**src/rtl/dbg_pkg.sv**
```systemverilog
`timescale 1ns/1ps
package dbg_pkg;
  localparam logic [11:0] ADDR_CTL = 12'h7b0;
  localparam logic [11:0] ADDR_RPC = 12'h7b1;
  localparam logic [3:0]  DBG_VER  = 4'd4;

  localparam logic [2:0] CS_NONE  = 3'd0;
  localparam logic [2:0] CS_BRK   = 3'd1;
  localparam logic [2:0] CS_TRIG  = 3'd2;
  localparam logic [2:0] CS_HALT  = 3'd3;
  localparam logic [2:0] CS_STEP  = 3'd4;

  localparam logic [1:0] LVL_U = 2'd0;
  localparam logic [1:0] LVL_S = 2'd1;
  localparam logic [1:0] LVL_M = 2'd3;

  // bit positions that the hart's privileged logic decodes
  localparam int B_BRKM = 15;
  localparam int B_BRKS = 13;
  localparam int B_BRKU = 12;
  localparam int B_SIE  = 11;
  localparam int B_SCNT = 10;
  localparam int B_STIM = 9;
  localparam int B_STEP = 2;

  typedef struct packed {
    logic       brk_m;
    logic       brk_s;
    logic       brk_u;
    logic       step_ie;
    logic       stop_cnt;
    logic       stop_tim;
    logic       step;
    logic [2:0] cause;
    logic [1:0] prv;
  } ctl_t;

  // map a requested privilege level onto one the hart supports
  function automatic logic [1:0] legal_prv(input logic [1:0] p, input bit has_s);
    logic [1:0] r;
    r = p;
    if (p == 2'd2) r = LVL_M;
    else if (p == LVL_S && !has_s) r = LVL_U;
    return r;
  endfunction

  // fixed-priority choice among simultaneous entry sources
  function automatic logic [2:0] rank_cause(input logic trig, input logic brk,
                                            input logic halt, input logic step);
    logic [2:0] c;
    if (trig)      c = CS_TRIG;
    else if (brk)  c = CS_BRK;
    else if (halt) c = CS_HALT;
    else if (step) c = CS_STEP;
    else           c = CS_NONE;
    return c;
  endfunction

  function automatic logic [31:0] pack_ctl(input ctl_t c);
    logic [31:0] w;
    w = '0;
    w[31:28]  = DBG_VER;
    w[B_BRKM] = c.brk_m;
    w[B_BRKS] = c.brk_s;
    w[B_BRKU] = c.brk_u;
    w[B_SIE]  = c.step_ie;
    w[B_SCNT] = c.stop_cnt;
    w[B_STIM] = c.stop_tim;
    w[8:6]    = c.cause;
    w[B_STEP] = c.step;
    w[1:0]    = c.prv;
    return w;
  endfunction
endpackage

```
**src/rtl/dbg_entry_arb.sv**
```systemverilog
`timescale 1ns/1ps
module dbg_entry_arb
  import dbg_pkg::*;
(
  input  logic       in_dbg_i,
  input  logic       ev_brk_i,
  input  logic [2:0] brk_en_i,     // {machine, supervisor, user}
  input  logic [1:0] prv_i,
  input  logic       ev_trig_i,
  input  logic       ev_halt_i,
  input  logic       step_en_i,
  input  logic       step_retire_i,
  input  logic       step_trap_i,
  output logic       brk_q_o,
  output logic       step_q_o,
  output logic       enter_o,
  output logic [2:0] cause_o
);
  logic brk_allowed;
  logic trig_q, halt_q;

  always_comb begin
    unique case (prv_i)
      LVL_M:   brk_allowed = brk_en_i[2];
      LVL_S:   brk_allowed = brk_en_i[1];
      LVL_U:   brk_allowed = brk_en_i[0];
      default: brk_allowed = 1'b0;
    endcase
  end

  assign brk_q_o  = ev_brk_i & brk_allowed & ~in_dbg_i;
  assign step_q_o = step_en_i & (step_retire_i | step_trap_i) & ~in_dbg_i;
  assign trig_q   = ev_trig_i & ~in_dbg_i;
  assign halt_q   = ev_halt_i & ~in_dbg_i;

  assign cause_o = rank_cause(trig_q, brk_q_o, halt_q, step_q_o);
  assign enter_o = (cause_o != CS_NONE);
endmodule

```
**src/rtl/dbg_ctl_regs.sv**
```systemverilog
`timescale 1ns/1ps
module dbg_ctl_regs
  import dbg_pkg::*;
#(
  parameter int XLEN      = 32,
  parameter bit HAS_S     = 1'b1,
  parameter bit STEPIE_WR = 1'b1
) (
  input  logic            clk,
  input  logic            rst_n,
  input  logic            enter_i,
  input  logic [2:0]      cause_i,
  input  logic [1:0]      cur_prv_i,
  input  logic [XLEN-1:0] cur_pc_i,
  input  logic            resume_i,
  input  logic            csr_we_i,
  input  logic [11:0]     csr_addr_i,
  input  logic [XLEN-1:0] csr_wdata_i,
  output ctl_t            ctl_o,
  output logic            in_dbg_o,
  output logic [XLEN-1:0] dpc_o,
  output logic [XLEN-1:0] rdata_o
);
  logic wr_ctl, wr_rpc;
  assign wr_ctl = csr_we_i && (csr_addr_i == ADDR_CTL);
  assign wr_rpc = csr_we_i && (csr_addr_i == ADDR_RPC);

  always_ff @(posedge clk or negedge rst_n) begin
    if (!rst_n) begin
      ctl_o    <= '0;
      ctl_o.prv <= LVL_M;
      in_dbg_o <= 1'b0;
      dpc_o    <= '0;
    end else begin
      if (wr_ctl) begin
        ctl_o.brk_m    <= csr_wdata_i[B_BRKM];
        ctl_o.brk_s    <= csr_wdata_i[B_BRKS];
        ctl_o.brk_u    <= csr_wdata_i[B_BRKU];
        ctl_o.step_ie  <= STEPIE_WR ? csr_wdata_i[B_SIE] : 1'b0;
        ctl_o.stop_cnt <= csr_wdata_i[B_SCNT];
        ctl_o.stop_tim <= csr_wdata_i[B_STIM];
        ctl_o.step     <= csr_wdata_i[B_STEP];
        ctl_o.prv      <= legal_prv(csr_wdata_i[1:0], HAS_S);
      end
      if (wr_rpc) dpc_o <= csr_wdata_i;
      if (enter_i) begin
        in_dbg_o    <= 1'b1;
        ctl_o.cause <= cause_i;
        ctl_o.prv   <= legal_prv(cur_prv_i, HAS_S);
        dpc_o       <= cur_pc_i;
      end else if (resume_i && in_dbg_o) begin
        in_dbg_o <= 1'b0;
      end
    end
  end

  always_comb begin
    rdata_o = '0;
    if (csr_addr_i == ADDR_CTL)      rdata_o[31:0] = pack_ctl(ctl_o);
    else if (csr_addr_i == ADDR_RPC) rdata_o = dpc_o;
  end
endmodule

```
**src/rtl/dbg_ctrl_csr.sv**
```systemverilog
`timescale 1ns/1ps
module dbg_ctrl_csr
  import dbg_pkg::*;
#(
  parameter int XLEN      = 32,
  parameter bit HAS_S     = 1'b1,
  parameter bit STEPIE_WR = 1'b1
) (
  input  logic            clk,
  input  logic            rst_n,
  input  logic            ev_brk_i,
  input  logic            ev_trig_i,
  input  logic            ev_halt_i,
  input  logic            step_retire_i,
  input  logic            step_trap_i,
  input  logic [1:0]      cur_prv_i,
  input  logic [XLEN-1:0] cur_pc_i,
  input  logic            resume_i,
  input  logic            csr_we_i,
  input  logic [11:0]     csr_addr_i,
  input  logic [XLEN-1:0] csr_wdata_i,
  output logic [XLEN-1:0] csr_rdata_o,
  output logic            enter_dbg_o,
  output logic            dbg_mode_o,
  output logic [2:0]      cause_o,
  output logic [1:0]      exit_prv_o,
  output logic [XLEN-1:0] dpc_o,
  output logic            step_active_o,
  output logic            stepie_o,
  output logic            stop_count_o,
  output logic            stop_time_o
);
  ctl_t       ctl;
  logic       in_dbg;
  logic       brk_q, step_q;
  logic [2:0] next_cause;

  dbg_entry_arb u_arb (
    .in_dbg_i      (in_dbg),
    .ev_brk_i      (ev_brk_i),
    .brk_en_i      ({ctl.brk_m, ctl.brk_s, ctl.brk_u}),
    .prv_i         (cur_prv_i),
    .ev_trig_i     (ev_trig_i),
    .ev_halt_i     (ev_halt_i),
    .step_en_i     (ctl.step),
    .step_retire_i (step_retire_i),
    .step_trap_i   (step_trap_i),
    .brk_q_o       (brk_q),
    .step_q_o      (step_q),
    .enter_o       (enter_dbg_o),
    .cause_o       (next_cause)
  );

  dbg_ctl_regs #(.XLEN(XLEN), .HAS_S(HAS_S), .STEPIE_WR(STEPIE_WR)) u_regs (
    .clk         (clk),
    .rst_n       (rst_n),
    .enter_i     (enter_dbg_o),
    .cause_i     (next_cause),
    .cur_prv_i   (cur_prv_i),
    .cur_pc_i    (cur_pc_i),
    .resume_i    (resume_i),
    .csr_we_i    (csr_we_i),
    .csr_addr_i  (csr_addr_i),
    .csr_wdata_i (csr_wdata_i),
    .ctl_o       (ctl),
    .in_dbg_o    (in_dbg),
    .dpc_o       (dpc_o),
    .rdata_o     (csr_rdata_o)
  );

  assign dbg_mode_o    = in_dbg;
  assign cause_o       = ctl.cause;
  assign exit_prv_o    = ctl.prv;
  assign step_active_o = ctl.step & ~in_dbg;
  assign stepie_o      = ctl.step_ie;
  assign stop_count_o  = ctl.stop_cnt & (in_dbg | brk_q);
  assign stop_time_o   = ctl.stop_tim & in_dbg;
endmodule

```
**config.mk**
```make
export PLATFORM = sky130hd
export DESIGN_NAME = dbg_ctrl_csr
export DESIGN_NICKNAME = d
export VERILOG_FILES = /design/src/rtl/dbg_pkg.sv /design/src/rtl/dbg_entry_arb.sv /design/src/rtl/dbg_ctl_regs.sv /design/src/rtl/dbg_ctrl_csr.sv
export SDC_FILE = /design/constraint.sdc
export NUM_CORES = 1
export LEC_CHECK = 0
export ABC_AREA = 0
export CAP_MARGIN = 25
export CORE_ASPECT_RATIO = 0.8
export CORE_MARGIN = 2
export CORE_UTILIZATION = 38
export CTS_CLUSTER_SIZE = 25
export DETAILED_ROUTE_END_ITERATION = 10
export GPL_TIMING_DRIVEN = 0
export PLACE_DENSITY = 0.85
export SLEW_MARGIN = 20
export SYNTH_ARGS = -nofsm -noshare
export SYNTH_HDL_FRONTEND = slang
export SYNTH_SLANG_ARGS = --single-unit
```
**constraint.sdc**
```tcl
create_clock -name clk -period 3.1 [get_ports clk]
set_input_delay 0.775 -clock clk [delete_from_list [all_inputs] [get_ports clk]]
set_output_delay 0.775 -clock clk [all_outputs]
set_load 0.03 [all_outputs]
```
# --- Yosys cells after proc, flatten, opt, wreduce, memory -nomap -nowiden ---
# Index checks and enable logic that the tools add are counted.
# Widths: inputs -> output; s select.
word_totals:
  register_bits: 45
  inputBits: 87
  out_inout_bits: 75
  word_cells: 52
classes:
  eq_ne: 6
  n_mux: 15
  bitwise_logic: 12
  n_reduce_logical: 8
ops:
  columns: ["operator", "n"]
  rows:
  - ["$mux 32", 4]
  - ["$eq 12x11->1 const B", 2]
  - ["$mux 3", 4]
  - ["$and 1x1->1", 9]
  - ["$mux 2", 4]
  - ["$eq 2x2->1 const B", 3]
  - ["$reduce_bool 2->1", 3]
  - ["$logic_and 1x1->1", 3]
  - ["$pmux 1 s3", 1]
  - ["$reduce_bool 3->1", 1]
  - ["$eq 2x1->1 const B", 1]
  - ["$logic_not 2->1", 1]
  - ["$mux 1", 2]
  - ["$or 1x1->1", 2]
  - ["$not 1->1", 1]

# --- Logic depth before layout (Yosys ltp) ---
depth:
  word_depth: 9
  mapped_depth: 6
  ltp_nobuf: 4

# --- Modules after synthesis ---
# A second synthesis with hierarchy kept.
hier_totals:
  hier_cells: 348
  hier_area_um2: 3191.8
modules_own_cells:
  columns: ["mod", "instances", "cells_per_inst", "area_each_um2", "seq_area_each_um2"]
  rows:
  - ["dbg_ctl_regs", 1, 328, 3032.9, 1128.6]
  - ["dbg_entry_arb", 1, 17, 137.6, 0.0]
  - ["dbg_ctrl_csr", 1, 3, 21.3, 0.0]

# --- Least setup slack after synthesis ---
# No wires, ideal clock.
synth_timing:
  path_type: "input port to output port"
  start: "input csr_addr_i[6]"
  end: "output csr_rdata_o[10]"
  t_arrival_ns: 2.139
  required_time_ns: 2.325
  path_slack_ns: 0.186
  cell_stages: 4
  n_path_buf: 1
  cell_sequence: "or4b_4 > nor4_2 > buf_2 > a22o_1"
synth_via:
  elab_chain_cells: 3
  elab_cells_between_ends: 4
  cone_classes: "eq/ne: 2; mux: 2"
synth_rtl:
  columns: ["element", "line_no", "text"]
  rows:
  - ["start, declared", "dbg_ctrl_csr.sv:20", "input logic [11:0] csr_addr_i,"]
  - ["$eq 12x11->1", "dbg_ctl_regs.sv:60", "else if (csr_addr_i == ADDR_RPC) rdata_o = dpc_o;"]
  - ["$mux 32", "dbg_ctl_regs.sv:60", null]
  - ["$mux 32 (*)", "dbg_ctl_regs.sv:59", "if (csr_addr_i == ADDR_CTL) rdata_o[31:0] = pack_ctl(ctl_o);"]
  - ["end, declared", "dbg_ctrl_csr.sv:22", "output logic [XLEN-1:0] csr_rdata_o,"]
# Mark *: on every way between the ends. The rest lies on a longest branch, timed or not.

# --- Worst setup path after layout ---
layout_timing:
  start: "input csr_addr_i[3]"
  end: "output csr_rdata_o[12]"
# Same word-level chain as after synthesis.

==> impl_metrics.json <==
{
  "die_width_um": 101,
  "drc": 0,
  "io_pins": 162,
  "period_needed_ps": 3140,
  "synth-edff-count": 0,
  "power_density_nw_per_um2": 544,
  "cp-end-kind": "output pin",
  "synth_cells": 206,
  "syn-cell-area_um2": 2880,
  "startpoint": "csr_addr_i[3]",
  "totalWireLength_mm": 9.04,
  "overflow": 0,
  "slew_viol_final": 0,
  "period_share": 1.01,
  "vdd_drop_max_mv": 0.291,
  "holdWs_ps": 461,
  "skew_ps": 6.33,
  "crit_family": "simple AND/OR/NAND/NOR gates",
  "routabilityCongestion": 0.736,
  "crit_buf_inv": 3,
  "ys_types": 34,
  "antennaDiodeCount": 0,
  "tns_ps": -187,
  "yosys-top-cells-area": "dfrtp_1 (37%), mux2_4 (32%), mux2_2 (5.1%)",
  "initial_core_util": 0.391,
  "ys_seq_elements": 45,
  "clk_transition_reported_paths_ps": 90,
  "timing.rr.start": "u_regs.ctl_o[9]$_DFFE_PN0P_",
  "dieArea_um2": 8300,
  "grt_max_degree": 25,
  "max_stage_delay_ps": 570,
  "tightest_slew_ps": 569,
  "fill_cells": 553,
  "port_buffers": 161,
  "clockBufferDepth": 2,
  "syn_nets": 293,
  "antenna_found_initial": 0,
  "clockRootBuffer": "clkbuf_8",
  "maxCapViolations": 0,
  "worstSetupPathType": "in -> out",
  "start_kind": "input port",
  "required_ps": 2320,
  "critPathArrivalTime_ps": 2370,
  "syn_avg_cell_area_um2": 14.0,
  "violations": "negative setup slack",
  "grt_pass1_vias": 2486,
  "via_per_inst": 5.00,
  "drive_gt1_frac": 0.460,
  "area_delta_synth_final_pct": 73.1,
  "slew_headroom": 0.620,
  "via_count": 2374,
  "synthFlopType": "dfrtp_1",
  "ys_seq_area_frac": 0.392,
  "rsz0062_at_grt": "yes",
  "track_usage": 0.210,
  "yosysWarnings": 0,
  "grt_pass1_wl_mm": 13.2,
  "cp_cell_sequence": "buf_8, or4b_4, nor4_4, buf_6, a22o_1, buf_6",
  "worstRegToRegCells": 7,
  "cpMostUsedCell": "buf_6",
  "h-tree-depth": 2,
  "reg2reg_slack_ps": 850,
  "setup_violations": 10,
  "yosysTopAreaCellShare": 0.374,
  "clkSinkCount": 45,
  "cts_tree": "built",
  "wire_per_inst_um": 19.0,
  "dpl.hpwl_mm": 6.57,
  "insertion_delay_ps": 290,
  "fin_nets": 471,
  "drtIter0Drc": 51,
  "synthMostInstantiatedCell": "mux2_4",
  "status": "finished with violations",
  "cp_max_fo": 5,
  "p_leak_nw": 2.42,
  "worst_slack_ps": -42.7,
  "die_h_um": 81.9,
  "ant_nets": 0,
  "yosys.area.top_type": "dfrtp_1",
  "hold_violations": 0,
  "cts_buffers": 5,
  "firstDrtPassIters": 4,
  "slowest_stage": "or4b_4",
  "max_freq_mhz": 318,
  "ys_async_sr_fraction": 1.00,
  "fp-row-count": 28,
  "r2r-end": "u_regs.dpc_o[7]$_DFFE_PN0P_",
  "ys_top_cells_by_count": "mux2_4 (61), dfrtp_1 (43), and2_1 (20)",
  "hold_class": "in -> async",
  "coreArea_um2": 7360
}
-- layout by cell type (no fill, tap or decap), types with 3 or more instances in the layout --
cell and count:
clkdlybuf4s50_1 112, mux2_4 61, dfrtp_1 43, buf_6 41, and2_4 19, mux2_2 13, a22o_1 12, buf_4 10
clkbuf_8 6, dlygate4sd2_1 5, inv_1 4, buf_8 4, dlymetal6s2s_1 4, nor2b_1 3, a21oi_1 3, buf_2 3
-- registers in the layout, indices dropped and copies added, names as in the netlist --
name and count:
u_regs.ctl_o 12, u_regs.dpc_o 32, u_regs.in_dbg_o 1
-- cell families after synthesis --
group	share of synthesized area
multiplexers	0.376
AND/OR/NAND/NOR	0.113
buffers and inverters	0.0530
flip-flops	0.392
AO/OA/AOI/OAI	0.0669
-- layer usage --
| metal | share of wire | up-vias | global-route usage |
|---|---|---|---|
| met5 | 0 | - | 0 |
| met3 | 0.052 | 6 | 0.0409 |
| met1 | 0.43 | 1183 | 0.274 |
| met2 | 0.51 | 82 | 0.364 |
| li1 | - | 1103 | - |
| met4 | 0.0059 | 0 | 0.0473 |
-- how the worst max path moves through the flow --
stage / endpoint / slack [ps] / depth (start not counted)
floorplan: csr_rdata_o[10] / 190 / 4
global placement: csr_rdata_o[16] / -1100 / 6
detailed placement: csr_rdata_o[16] / -1160 / 6
CTS: csr_rdata_o[12] / -100 / 7
global route: csr_rdata_o[1] / -90 / 6
finish: csr_rdata_o[12] / -40 / 6
-- what timing repair did --
item / CTS / global route
resized for setup: 290 / 19
setup endpoints to repair: 34 / 34
hold buffers: 0 / 0
pin swaps: 22 / 14
cloned: 4 / 0
buffers inserted: 6 / 1
-- area by class of cell --
| type | instances | area (um^2) | area share |
|---|---|---|---|
| clock inverter | 3 | 17.5 | 0.00351 |
| clock buffer | 5 | 68.8 | 0.0138 |
| sequential | 45 | 1130 | 0.226 |
| inverter | 4 | 15.0 | 0.00301 |
| tap | 90 | 113 | 0.0226 |
| timing repair buffer | 173 | 1800 | 0.362 |
| buffer | 15 | 173 | 0.0346 |
| multi-input combinational | 140 | 1670 | 0.335 |
-- report_power, final --
group | switching [mW] | internal (mW)
Clock | 0.201 | 0.156
Sequential | 0.148 | 0.757
Combinational | 0.624 | 0.824
-- worst register-to-register path: stages (launching register included) --
cell and delay [ps]:
dfrtp_1 400, mux2_4 300, a211oi_4 250, a21o_1 200, buf_12 110, buf_4 300
buf_6 250, mux2_4 330
-- metrics by stage --
step,instance area (um^2),power (mW),setup WS [ps],instances,utilization
finish,4990,2.71,-42.7,475,0.678
global route,4990,2.84,-94.5,475,0.678
CTS,4950,2.73,-96.4,475,0.673
detailed placement,4630,2.35,-1160,458,0.629
global placement,4600,2.31,-1100,457,0.626
floorplan,2880,1.78,186,206,-
Note: power is estimated with default switching activity, not from simulation.
